## config.mk

```make
export PLATFORM = sky130hd
export DESIGN_NAME = uart_rx_buf
export DESIGN_NICKNAME = d
export VERILOG_FILES = /design/src/rtl/uart_rx_pkg.sv /design/src/rtl/uart_rx_sync.sv /design/src/rtl/uart_rx_shifter.sv /design/src/rtl/uart_rx_buffer.sv /design/src/rtl/uart_rx_buf.sv
export SDC_FILE = /design/constraint.sdc
export NUM_CORES = 1
export LEC_CHECK = 0
export ABC_CLOCK_PERIOD_IN_PS = 9600
export CAP_MARGIN = 15
export CORE_MARGIN = 2
export CORE_UTILIZATION = 30
export DETAILED_ROUTE_END_ITERATION = 8
export DONT_BUFFER_PORTS = 1
export HOLD_SLACK_MARGIN = 0.15
export MAX_ROUTING_LAYER = met4
export PLACE_DENSITY = 0.44
export SLEW_MARGIN = 40
export SYNTH_ARGS = -nofsm -noshare
export SYNTH_HDL_FRONTEND = slang
export SYNTH_SLANG_ARGS = --single-unit
```

## constraint.sdc

```tcl
create_clock -name clk -period 9.6 [get_ports clk]
set_clock_uncertainty 0.1 [all_clocks]
set_input_delay 1.92 -clock clk [delete_from_list [all_inputs] [get_ports clk]]
set_output_delay 1.92 -clock clk [all_outputs]
set_load 0.02 [all_outputs]
```

## src/rtl/uart_rx_pkg.sv

```systemverilog
package uart_rx_pkg;
  localparam int CHAR_W = 8;

  typedef enum logic [2:0] {
    RX_IDLE,
    RX_START,
    RX_DATA,
    RX_PAR,
    RX_STOP
  } rx_state_t;

  // ticks making up one bit period
  function automatic logic [4:0] bit_ticks(input logic os13);
    return os13 ? 5'd13 : 5'd16;
  endfunction

  // tick at which the start bit is confirmed
  function automatic logic [4:0] mid_ticks(input logic os13);
    return os13 ? 5'd6 : 5'd8;
  endfunction

  // number of data bits from the word-length code
  function automatic logic [3:0] char_bits(input logic [1:0] wl);
    return 4'd5 + {2'b00, wl};
  endfunction

  // queue threshold from the trigger select code
  function automatic logic [4:0] trig_entries(input logic [1:0] sel);
    case (sel)
      2'b00:   return 5'd1;
      2'b01:   return 5'd4;
      2'b10:   return 5'd8;
      default: return 5'd14;
    endcase
  endfunction

  // expected value of the parity bit
  function automatic logic parity_bit(input logic [CHAR_W-1:0] d, input logic even);
    return even ? (^d) : ~(^d);
  endfunction
endpackage

```

## src/rtl/uart_rx_sync.sv

```systemverilog
module uart_rx_sync #(
  parameter int STAGES = 2
) (
  input  logic clk,
  input  logic rst_n,
  input  logic din,
  output logic dout
);
  logic [STAGES-1:0] chain;

  generate
    for (genvar g = 0; g < STAGES; g++) begin : g_stage
      if (g == 0) begin : g_first
        always_ff @(posedge clk or negedge rst_n)
          if (!rst_n) chain[0] <= 1'b1;
          else        chain[0] <= din;
      end else begin : g_next
        always_ff @(posedge clk or negedge rst_n)
          if (!rst_n) chain[g] <= 1'b1;
          else        chain[g] <= chain[g-1];
      end
    end
  endgenerate

  assign dout = chain[STAGES-1];
endmodule

```

## src/rtl/uart_rx_shifter.sv

```systemverilog
module uart_rx_shifter
  import uart_rx_pkg::*;
(
  input  logic              clk,
  input  logic              rst_n,
  input  logic              rxs,
  input  logic              os_tick,
  input  logic              os13_sel,
  input  logic [1:0]        word_len,
  input  logic              par_en,
  input  logic              par_even,
  output logic              char_done,
  output logic [CHAR_W-1:0] char_data,
  output logic              char_perr,
  output logic              char_ferr
);
  rx_state_t         state;
  logic [4:0]        sc;
  logic [3:0]        bc;
  logic [CHAR_W-1:0] shreg;
  logic              par_acc;
  logic              perr_q;

  logic [4:0] sc_nxt;
  logic [4:0] tpb;
  logic [4:0] mid;
  logic [3:0] nbits;
  // named internal events
  logic start_seen, start_ok, start_rej, bit_end, last_data;

  always_comb begin
    sc_nxt     = sc + 5'd1;
    tpb        = bit_ticks(os13_sel);
    mid        = mid_ticks(os13_sel);
    nbits      = char_bits(word_len);
    start_seen = (state == RX_IDLE) && os_tick && !rxs;
    start_ok   = (state == RX_START) && os_tick && (sc_nxt == mid) && !rxs;
    start_rej  = (state == RX_START) && os_tick && (sc_nxt == mid) && rxs;
    bit_end    = (state inside {RX_DATA, RX_PAR, RX_STOP}) && os_tick && (sc_nxt == tpb);
    last_data  = (bc + 4'd1) == nbits;
  end

  always_ff @(posedge clk or negedge rst_n) begin
    if (!rst_n) begin
      state     <= RX_IDLE;
      sc        <= '0;
      bc        <= '0;
      shreg     <= '0;
      par_acc   <= 1'b0;
      perr_q    <= 1'b0;
      char_done <= 1'b0;
      char_data <= '0;
      char_perr <= 1'b0;
      char_ferr <= 1'b0;
    end else begin
      char_done <= 1'b0;
      unique case (state)
        RX_IDLE: if (start_seen) begin
          state <= RX_START;
          sc    <= 5'd1;
        end
        RX_START: if (os_tick) begin
          if (start_rej) begin
            state <= RX_IDLE;
            sc    <= '0;
          end else if (start_ok) begin
            state   <= RX_DATA;
            sc      <= '0;
            bc      <= '0;
            shreg   <= '0;
            par_acc <= 1'b0;
            perr_q  <= 1'b0;
          end else begin
            sc <= sc_nxt;
          end
        end
        RX_DATA: if (os_tick) begin
          if (bit_end) begin
            sc                <= '0;
            shreg[bc[2:0]]    <= rxs;
            par_acc           <= par_acc ^ rxs;
            bc                <= bc + 4'd1;
            if (last_data) state <= par_en ? RX_PAR : RX_STOP;
          end else begin
            sc <= sc_nxt;
          end
        end
        RX_PAR: if (os_tick) begin
          if (bit_end) begin
            sc     <= '0;
            perr_q <= (par_acc ^ rxs) != !par_even;
            state  <= RX_STOP;
          end else begin
            sc <= sc_nxt;
          end
        end
        RX_STOP: if (os_tick) begin
          if (bit_end) begin
            sc        <= '0;
            state     <= RX_IDLE;
            char_done <= 1'b1;
            char_data <= shreg;
            char_perr <= perr_q;
            char_ferr <= !rxs;
          end else begin
            sc <= sc_nxt;
          end
        end
        default: state <= RX_IDLE;
      endcase
    end
  end

  assert_start_reject_R1: assert property (@(posedge clk) disable iff (!rst_n)
    start_rej |=> (state == RX_IDLE));
  assert_start_accept_R1: assert property (@(posedge clk) disable iff (!rst_n)
    start_ok |=> (state == RX_DATA) && (bc == 4'd0));
  assert_tick_bound_R3: assert property (@(posedge clk) disable iff (!rst_n)
    (sc <= 5'd16));
  assert_done_single_R2: assert property (@(posedge clk) disable iff (!rst_n)
    char_done |=> !char_done);
endmodule

```

## src/rtl/uart_rx_buffer.sv

```systemverilog
module uart_rx_buffer #(
  parameter int DEPTH = 16,
  parameter int DW    = 8,
  localparam int AW   = $clog2(DEPTH),
  localparam int CW   = $clog2(DEPTH + 1)
) (
  input  logic          clk,
  input  logic          rst_n,
  input  logic          fifo_en,
  input  logic          wr,
  input  logic [DW-1:0] wdata,
  input  logic          rd,
  output logic [DW-1:0] head,
  output logic [CW-1:0] count,
  output logic          drop
);
  logic [DW-1:0] mem [DEPTH];
  logic [AW-1:0] wp, rp;
  logic [CW-1:0] cap;
  logic          full, push, pop;

  function automatic logic [AW-1:0] ptr_inc(input logic [AW-1:0] p);
    return (p == AW'(DEPTH - 1)) ? '0 : p + AW'(1);
  endfunction

  always_comb begin
    cap  = fifo_en ? CW'(DEPTH) : CW'(1);
    full = count >= cap;
    push = wr && !full;
    drop = wr && full;
    pop  = rd && (count != '0);
    head = (count != '0) ? mem[rp] : '0;
  end

  always_ff @(posedge clk)
    if (push) mem[wp] <= wdata;

  always_ff @(posedge clk or negedge rst_n) begin
    if (!rst_n) begin
      wp    <= '0;
      rp    <= '0;
      count <= '0;
    end else begin
      if (push) wp <= ptr_inc(wp);
      if (pop)  rp <= ptr_inc(rp);
      case ({push, pop})
        2'b10:   count <= count + CW'(1);
        2'b01:   count <= count - CW'(1);
        default: count <= count;
      endcase
    end
  end

  assert_count_cap_R7: assert property (@(posedge clk) disable iff (!rst_n)
    count <= CW'(DEPTH));
  assert_drop_keeps_R9: assert property (@(posedge clk) disable iff (!rst_n)
    (drop && !rd) |=> $stable(count));
  assert_empty_read_R10: assert property (@(posedge clk) disable iff (!rst_n)
    (rd && (count == '0) && !wr) |=> (count == '0));
endmodule

```

## src/rtl/uart_rx_buf.sv

```systemverilog
module uart_rx_buf
  import uart_rx_pkg::*;
#(
  parameter int DEPTH   = 16,
  parameter int RD_W    = 32,
  parameter int SYNC_N  = 2,
  localparam int CW     = $clog2(DEPTH + 1)
) (
  input  logic            clk,
  input  logic            rst_n,
  input  logic            rxd,
  input  logic            os_tick,
  input  logic            os13_sel,
  input  logic            fifo_en,
  input  logic [1:0]      word_len,
  input  logic            par_en,
  input  logic            par_even,
  input  logic [1:0]      trig_sel,
  input  logic            dr_ie,
  input  logic            rd_stb,
  output logic [RD_W-1:0] rd_data,
  output logic            irq,
  output logic            ovr_err,
  output logic            frm_err,
  output logic            par_err
);
  logic              rxs;
  logic              char_done, char_perr, char_ferr;
  logic [CHAR_W-1:0] char_data;
  logic [CHAR_W-1:0] head;
  logic [CW-1:0]     count;
  logic              drop;
  logic [4:0]        thr;
  logic              level_hit;

  uart_rx_sync #(.STAGES(SYNC_N)) u_sync (
    .clk(clk), .rst_n(rst_n), .din(rxd), .dout(rxs)
  );

  uart_rx_shifter u_shift (
    .clk(clk), .rst_n(rst_n), .rxs(rxs), .os_tick(os_tick),
    .os13_sel(os13_sel), .word_len(word_len), .par_en(par_en),
    .par_even(par_even), .char_done(char_done), .char_data(char_data),
    .char_perr(char_perr), .char_ferr(char_ferr)
  );

  uart_rx_buffer #(.DEPTH(DEPTH), .DW(CHAR_W)) u_buf (
    .clk(clk), .rst_n(rst_n), .fifo_en(fifo_en), .wr(char_done),
    .wdata(char_data), .rd(rd_stb), .head(head), .count(count), .drop(drop)
  );

  always_comb begin
    thr       = fifo_en ? trig_entries(trig_sel) : 5'd1;
    level_hit = int'(count) >= int'(thr);
    irq       = dr_ie && level_hit;
    rd_data   = {{(RD_W - CHAR_W){1'b0}}, head};
  end

  always_ff @(posedge clk or negedge rst_n) begin
    if (!rst_n) begin
      ovr_err <= 1'b0;
      frm_err <= 1'b0;
      par_err <= 1'b0;
    end else begin
      if (drop)                   ovr_err <= 1'b1;
      if (char_done && char_ferr) frm_err <= 1'b1;
      if (char_done && char_perr) par_err <= 1'b1;
    end
  end

  assert_ovr_sticky_R9: assert property (@(posedge clk) disable iff (!rst_n)
    ovr_err |=> ovr_err);
  assert_irq_rise_R6: assert property (@(posedge clk) disable iff (!rst_n)
    ($rose(irq) && $stable(dr_ie) && $stable(fifo_en) && $stable(trig_sel)) |-> $past(char_done));
  assert_irq_fall_R8: assert property (@(posedge clk) disable iff (!rst_n)
    ($fell(irq) && $stable(dr_ie) && $stable(fifo_en) && $stable(trig_sel)) |-> $past(rd_stb));
endmodule

```

==> impl_results.html <==
<table>
<tr><th>Metric</th><th>Value</th></tr>
<tr><th colspan="2">Power and ir drop</th></tr>
<tr><td>Relative contribution of combinational cells to total power</td><td>21.4%</td></tr>
<tr><td>Fraction of power consumed by sequential logic</td><td>46.4%</td></tr>
<tr><td>Internal power summed over all cells</td><td>1.45 mW</td></tr>
<tr><td>IR drop worst, VDD</td><td>0.103 mV</td></tr>
<tr><td>Share of power burned in the clock network</td><td>32.2%</td></tr>
<tr><td>Power density cells</td><td>235 mW/mm2</td></tr>
<tr><td>Switching power summed over all nets</td><td>0.672 mW</td></tr>
<tr><td>Net switching share of the total power</td><td>31.7%</td></tr>
<tr><td>Leakage component of the power</td><td>3.42 nW</td></tr>
<tr><th colspan="2">GRT</th></tr>
<tr><td>Global-route wire length before repair</td><td>25.2 mm</td></tr>
<tr><td>Total congestion overflow</td><td>0</td></tr>
<tr><td>Antenna violations before repair</td><td>0</td></tr>
<tr><td>Via count of the first global-routing pass</td><td>4396</td></tr>
<tr><td>Maximum number of pins on one net before global-route repair</td><td>52</td></tr>
<tr><td>Overall Global Routing Usage</td><td>11.9%</td></tr>
<tr><th colspan="2">Clock tree</th></tr>
<tr><td>Clock insertion delay at the later pin of the skew report</td><td>0.43 ns</td></tr>
<tr><td>Root buffer selected by CTS</td><td>sky130_fd_sc_hd__clkbuf_16</td></tr>
<tr><td>Clock input transition at the sequential cells of the worst setup and hold paths</td><td>0.08 ns</td></tr>
<tr><td>Post-CTS setup buffer count</td><td>0</td></tr>
<tr><td>Post-CTS Hold Fix Bufs</td><td>0</td></tr>
<tr><td>Number of buffers added by the clock tree synthesis step</td><td>17</td></tr>
<tr><td>Total number of H-tree levels</td><td>4</td></tr>
<tr><td>Clock tree from TritonCTS</td><td>yes</td></tr>
<tr><td>Resize count post-CTS</td><td>0</td></tr>
<tr><td>Maximum buffer depth of the clock tree</td><td>2</td></tr>
<tr><td>Clock sink count</td><td>179</td></tr>
<tr><th colspan="2">Synthesis</th></tr>
<tr><td>Multiplexer share of the synthesized area</td><td>13.2%</td></tr>
<tr><td>Commonest register cell after synthesis</td><td>sky130_fd_sc_hd__edfxtp_1</td></tr>
<tr><td>Mean cell area of the mapped netlist</td><td>15.3 um2</td></tr>
<tr><td>Post-Syn Instances</td><td>536</td></tr>
<tr><td>Share of Yosys cell area claimed by the top area cell type</td><td>46.9%</td></tr>
<tr><td>Most instantiated library cell after synthesis</td><td>sky130_fd_sc_hd__edfxtp_1</td></tr>
<tr><td>Synthesis Warnings</td><td>0</td></tr>
<tr><td>Sequential element share of the synthesized area</td><td>62.5%</td></tr>
<tr><td>Simple-gate share of the synthesized area</td><td>8.75%</td></tr>
<tr><td>Share of synthesized flip-flops with an asynchronous set or reset</td><td>28.5%</td></tr>
<tr><td>Register bit total from synthesis</td><td>179</td></tr>
<tr><td>Area share of fa/ha/maj cells after synthesis</td><td>2.99%</td></tr>
<tr><td>Main combinational cell family by area after synthesis</td><td>multiplexers</td></tr>
<tr><td>Xor/xnor cell area share of the yosys netlist</td><td>1.89%</td></tr>
<tr><td>Compound-Gate Fraction of Synth Area</td><td>6.73%</td></tr>
<tr><td>Cell taking the most area after synthesis</td><td>sky130_fd_sc_hd__edfxtp_1</td></tr>
<tr><td>Area contributors post-synth</td><td>sky130_fd_sc_hd__edfxtp_1 47%, sky130_fd_sc_hd__dfrtp_1 15%, sky130_fd_sc_hd__mux4_2 11%</td></tr>
<tr><td>Netlist area before placement</td><td>0.00820 mm2</td></tr>
<tr><td>Number of flops mapped to enable cells by yosys</td><td>128</td></tr>
<tr><td>Leading cell types by count after synthesis</td><td>128 x sky130_fd_sc_hd__edfxtp_1, 49 x sky130_fd_sc_hd__dfrtp_1, 40 x sky130_fd_sc_hd__mux4_2</td></tr>
<tr><td>Number of distinct library cells after synthesis</td><td>62</td></tr>
<tr><th colspan="2">Floorplan</th></tr>
<tr><td>Core Footprint</td><td>0.0269 mm2</td></tr>
<tr><td>Initial Util</td><td>30.5%</td></tr>
<tr><td>DIE HEIGHT</td><td>169 um</td></tr>
<tr><td>Die Area</td><td>0.0287 mm2</td></tr>
<tr><td>Die boundary width</td><td>169 um</td></tr>
<tr><td>Std cell rows</td><td>60</td></tr>
<tr><td>I/O pin count</td><td>50</td></tr>
<tr><th colspan="2">Setup path</th></tr>
<tr><td>Cell type group with the largest total delay on the critical path</td><td>compound AO/OA/AOI/OAI gates</td></tr>
<tr><td>Type of element launching the critical path</td><td>primary input</td></tr>
<tr><td>CP arrival</td><td>3.11 ns</td></tr>
<tr><td>Required time reported for the critical path endpoint</td><td>7.58 ns</td></tr>
<tr><td>Cell chain of the critical path</td><td>o21ai_0 -&gt; ha_1 -&gt; nand2b_1 -&gt; a21oi_1 -&gt; nor2b_1 -&gt; o21ai_0 -&gt; a21boi_0</td></tr>
<tr><td>Maximum single-stage delay on the critical path</td><td>0.54 ns</td></tr>
<tr><td>Most common cell on crit path</td><td>sky130_fd_sc_hd__o21ai_0</td></tr>
<tr><td>Worst Path Buf+Inv</td><td>0</td></tr>
<tr><td>Critical Path Sink Type</td><td>primary output</td></tr>
<tr><td>Type of the setup path with the least slack</td><td>primary input to primary output</td></tr>
<tr><td>Cell at the slowest stage of the critical path</td><td>sky130_fd_sc_hd__a21boi_0</td></tr>
<tr><td>Maximum fanout count along the critical path</td><td>3</td></tr>
<tr><th colspan="2">Place</th></tr>
<tr><td>Cell area after placement</td><td>0.00845 mm2</td></tr>
<tr><td>Number of placed instances with taps included</td><td>855</td></tr>
<tr><td>Placer Congestion</td><td>0.743</td></tr>
<tr><td>Count of buffers inserted at the top-level ports</td><td>0</td></tr>
<tr><td>Half-perimeter wire length after placement</td><td>10.5 mm</td></tr>
<tr><th colspan="2">STA</th></tr>
<tr><td>Fmax achieved</td><td>195 MHz</td></tr>
<tr><td>Hold Vio Cnt, Final</td><td>0</td></tr>
<tr><td>Unrepaired setup endpoints after global routing</td><td>no</td></tr>
<tr><td>Final critical delay including setup and external delays</td><td>5.13 ns</td></tr>
<tr><td>Setup Viol. Count Final</td><td>0</td></tr>
<tr><td>Slew @ Worst Pin</td><td>0.747 ns</td></tr>
<tr><td>Hold slack</td><td>0.260 ns</td></tr>
<tr><td>Part of the cycle the worst path needs</td><td>53.5%</td></tr>
<tr><td>Pins Over Slew Limit</td><td>0</td></tr>
<tr><td>Relative max-transition margin</td><td>50.2%</td></tr>
<tr><td>TNS Setup</td><td>0 ns</td></tr>
<tr><th colspan="2">Final layout</th></tr>
<tr><td>Layout Nets</td><td>566</td></tr>
<tr><td>Fill cell count</td><td>2595</td></tr>
<tr><td>Register cell area after layout</td><td>0.00513 mm2</td></tr>
<tr><td>Ratio of cells with drive above 1 in the final layout</td><td>18.5%</td></tr>
<tr><td>Post-Layout Inst Area</td><td>0.00904 mm2</td></tr>
<tr><td>Final non-filler cell total</td><td>887</td></tr>
<tr><td>Area taken by multi-input logic gates</td><td>0.00284 mm2</td></tr>
<tr><td>Relative area change from synthesis to final layout</td><td>10.3%</td></tr>
<tr><td>Core utilization of the finished layout</td><td>33.6%</td></tr>
<tr><td>Antenna fix cells</td><td>0</td></tr>
<tr><th colspan="2">Drt</th></tr>
<tr><td>Antenna viol nets, final</td><td>0</td></tr>
<tr><td>Vias after detailed routing</td><td>4295</td></tr>
<tr><td>Detailed-route DRC error count</td><td>0</td></tr>
<tr><td>Total wirelength of the detailed-routed design</td><td>15.8 mm</td></tr>
<tr><td>Initial DRC Count</td><td>314</td></tr>
<tr><td>Number of detailed-routing iterations run before antenna repair</td><td>4</td></tr>
<tr><td>Routed vias/inst</td><td>4.84</td></tr>
<tr><td>Average wire length per cell after detail routing</td><td>17.8 um</td></tr>
<tr><th colspan="2">Worst hold path</th></tr>
<tr><td>Path class of the lowest-slack min-delay path</td><td>register to register</td></tr>
<tr><th colspan="2">Job</th></tr>
<tr><td>Max-cap check violation count</td><td>0</td></tr>
<tr><th colspan="2">Outcome</th></tr>
<tr><td>Run status</td><td>finished clean</td></tr>
</table>
==> worst paths after layout <==
kind	start	end	slack [ns]	cells after the start
min reg2reg	u_sync.chain[0]	u_sync.dout	0.26	0
max in group asynchronous	rst_n	u_sync.chain[0]	8.15	0
min	u_sync.chain[0]	u_sync.dout	0.26	0
max reg2reg	u_buf.count[1]	u_buf.count[4]	6.29	11
max	trig_sel[1]	irq	4.47	7
min in group asynchronous	rst_n	u_shift.sc[3]	1.08	0
==> cells by family after synthesis <==
| kind of cell | Yosys count |
|---|---|
| simple gates | 130 |
| xor+xnor | 16 |
| other cells | 1 |
| flops | 179 |
| compound gates | 77 |
| mux | 56 |
| buf+inv | 58 |
| fa+ha+maj | 19 |
==> per-layer routing <==
metal / vias to the layer above / track usage [%] / routed length (um)
met2: 60 / 18.8 / 7790
met1: 2218 / 15.5 / 7350
li1: 2004 / - / -
met4: 0 / 3.49 / 133
met3: 13 / 2.64 / 480
met5: - / - / 0
==> worst register-to-register path, stage by stage, from the launching register on <==
cell                      delay (ns)
sky130_fd_sc_hd__dfrtp_1        0.45
sky130_fd_sc_hd__or3_1          0.42
sky130_fd_sc_hd__o31a_1         0.27
sky130_fd_sc_hd__nor3b_2        0.37
sky130_fd_sc_hd__inv_1          0.16
sky130_fd_sc_hd__ha_1           0.30
sky130_fd_sc_hd__fa_1           0.43
sky130_fd_sc_hd__a21o_1         0.18
sky130_fd_sc_hd__a21oi_1        0.17
sky130_fd_sc_hd__xor2_1         0.16
sky130_fd_sc_hd__nor2_1         0.06
sky130_fd_sc_hd__xor2_1         0.14
==> power groups by stage <==
stage | clock network, mW | registers [mW] | logic (mW)
3_3_place_gp | 0 | 1.00 | 0.456
5_1_grt | 0.731 | 1.00 | 0.509
6_report | 0.681 | 0.984 | 0.454
3_5_place_dp | 0 | 1.01 | 0.460
4_1_cts | 0.703 | 0.989 | 0.464
2_1_floorplan | 0 | 0.919 | 0.447
==> registers in the layout, indices dropped and copies added, names as in the netlist <==
register	flops
u_shift.bc	4
u_sync.dout	1
u_shift.char_perr	1
u_shift.sc	5
u_shift.char_ferr	1
u_shift.par_acc	1
u_shift.char_done	1
u_shift.shreg	8
u_shift.char_data	8
ovr_err	1
par_err	1
u_buf.count	5
u_buf.wp	4
frm_err	1
u_buf.mem	128
u_buf.rp	4
u_sync.chain	1
u_shift.perr_q	1
u_shift.state	3
==> cell type report <==
| cell class | instances | area share, % |
|---|---|---|
| Tap cell | 341 | 4.72 |
| Inverter | 11 | 0.457 |
| Sequential cell | 179 | 56.7 |
| Multi-Input combinational cell | 322 | 31.4 |
| Clock buffer | 17 | 4.71 |
| Timing Repair Buffer | 2 | 0.166 |
| Clock inverter | 15 | 1.81 |
==> cells in the final DEF, fill, tap and decap left out, types with 4 or more instances in the layout <==
cell type                   instances
sky130_fd_sc_hd__a21oi_1           12
sky130_fd_sc_hd__nor2_1            14
sky130_fd_sc_hd__dfrtp_1           47
sky130_fd_sc_hd__inv_1             11
sky130_fd_sc_hd__clkbuf_16         17
sky130_fd_sc_hd__and2_1            17
sky130_fd_sc_hd__nor2b_1           14
sky130_fd_sc_hd__nand2b_1           8
sky130_fd_sc_hd__mux2_2            14
sky130_fd_sc_hd__conb_1            24
sky130_fd_sc_hd__nand3_1           13
sky130_fd_sc_hd__edfxtp_1         128
sky130_fd_sc_hd__o211ai_1           5
sky130_fd_sc_hd__ha_1              18
sky130_fd_sc_hd__o21ai_0           15
sky130_fd_sc_hd__nand2_1           26
sky130_fd_sc_hd__a211o_1            4
sky130_fd_sc_hd__xnor2_1            7
sky130_fd_sc_hd__inv_8              7
sky130_fd_sc_hd__mux4_2            40
sky130_fd_sc_hd__nor3b_1            6
sky130_fd_sc_hd__a21o_1            13
sky130_fd_sc_hd__nor3_1            12
sky130_fd_sc_hd__xor2_1             7
==> metrics by stage <==
step	power (mW)	setup WS (ns)
3_5_place_dp	1.47	4.44
4_1_cts	2.16	4.45
2_1_floorplan	1.37	4.52
6_report	2.12	4.47
3_3_place_gp	1.46	4.44
5_1_grt	2.24	4.24
Note: power is estimated with default switching activity, not from simulation.
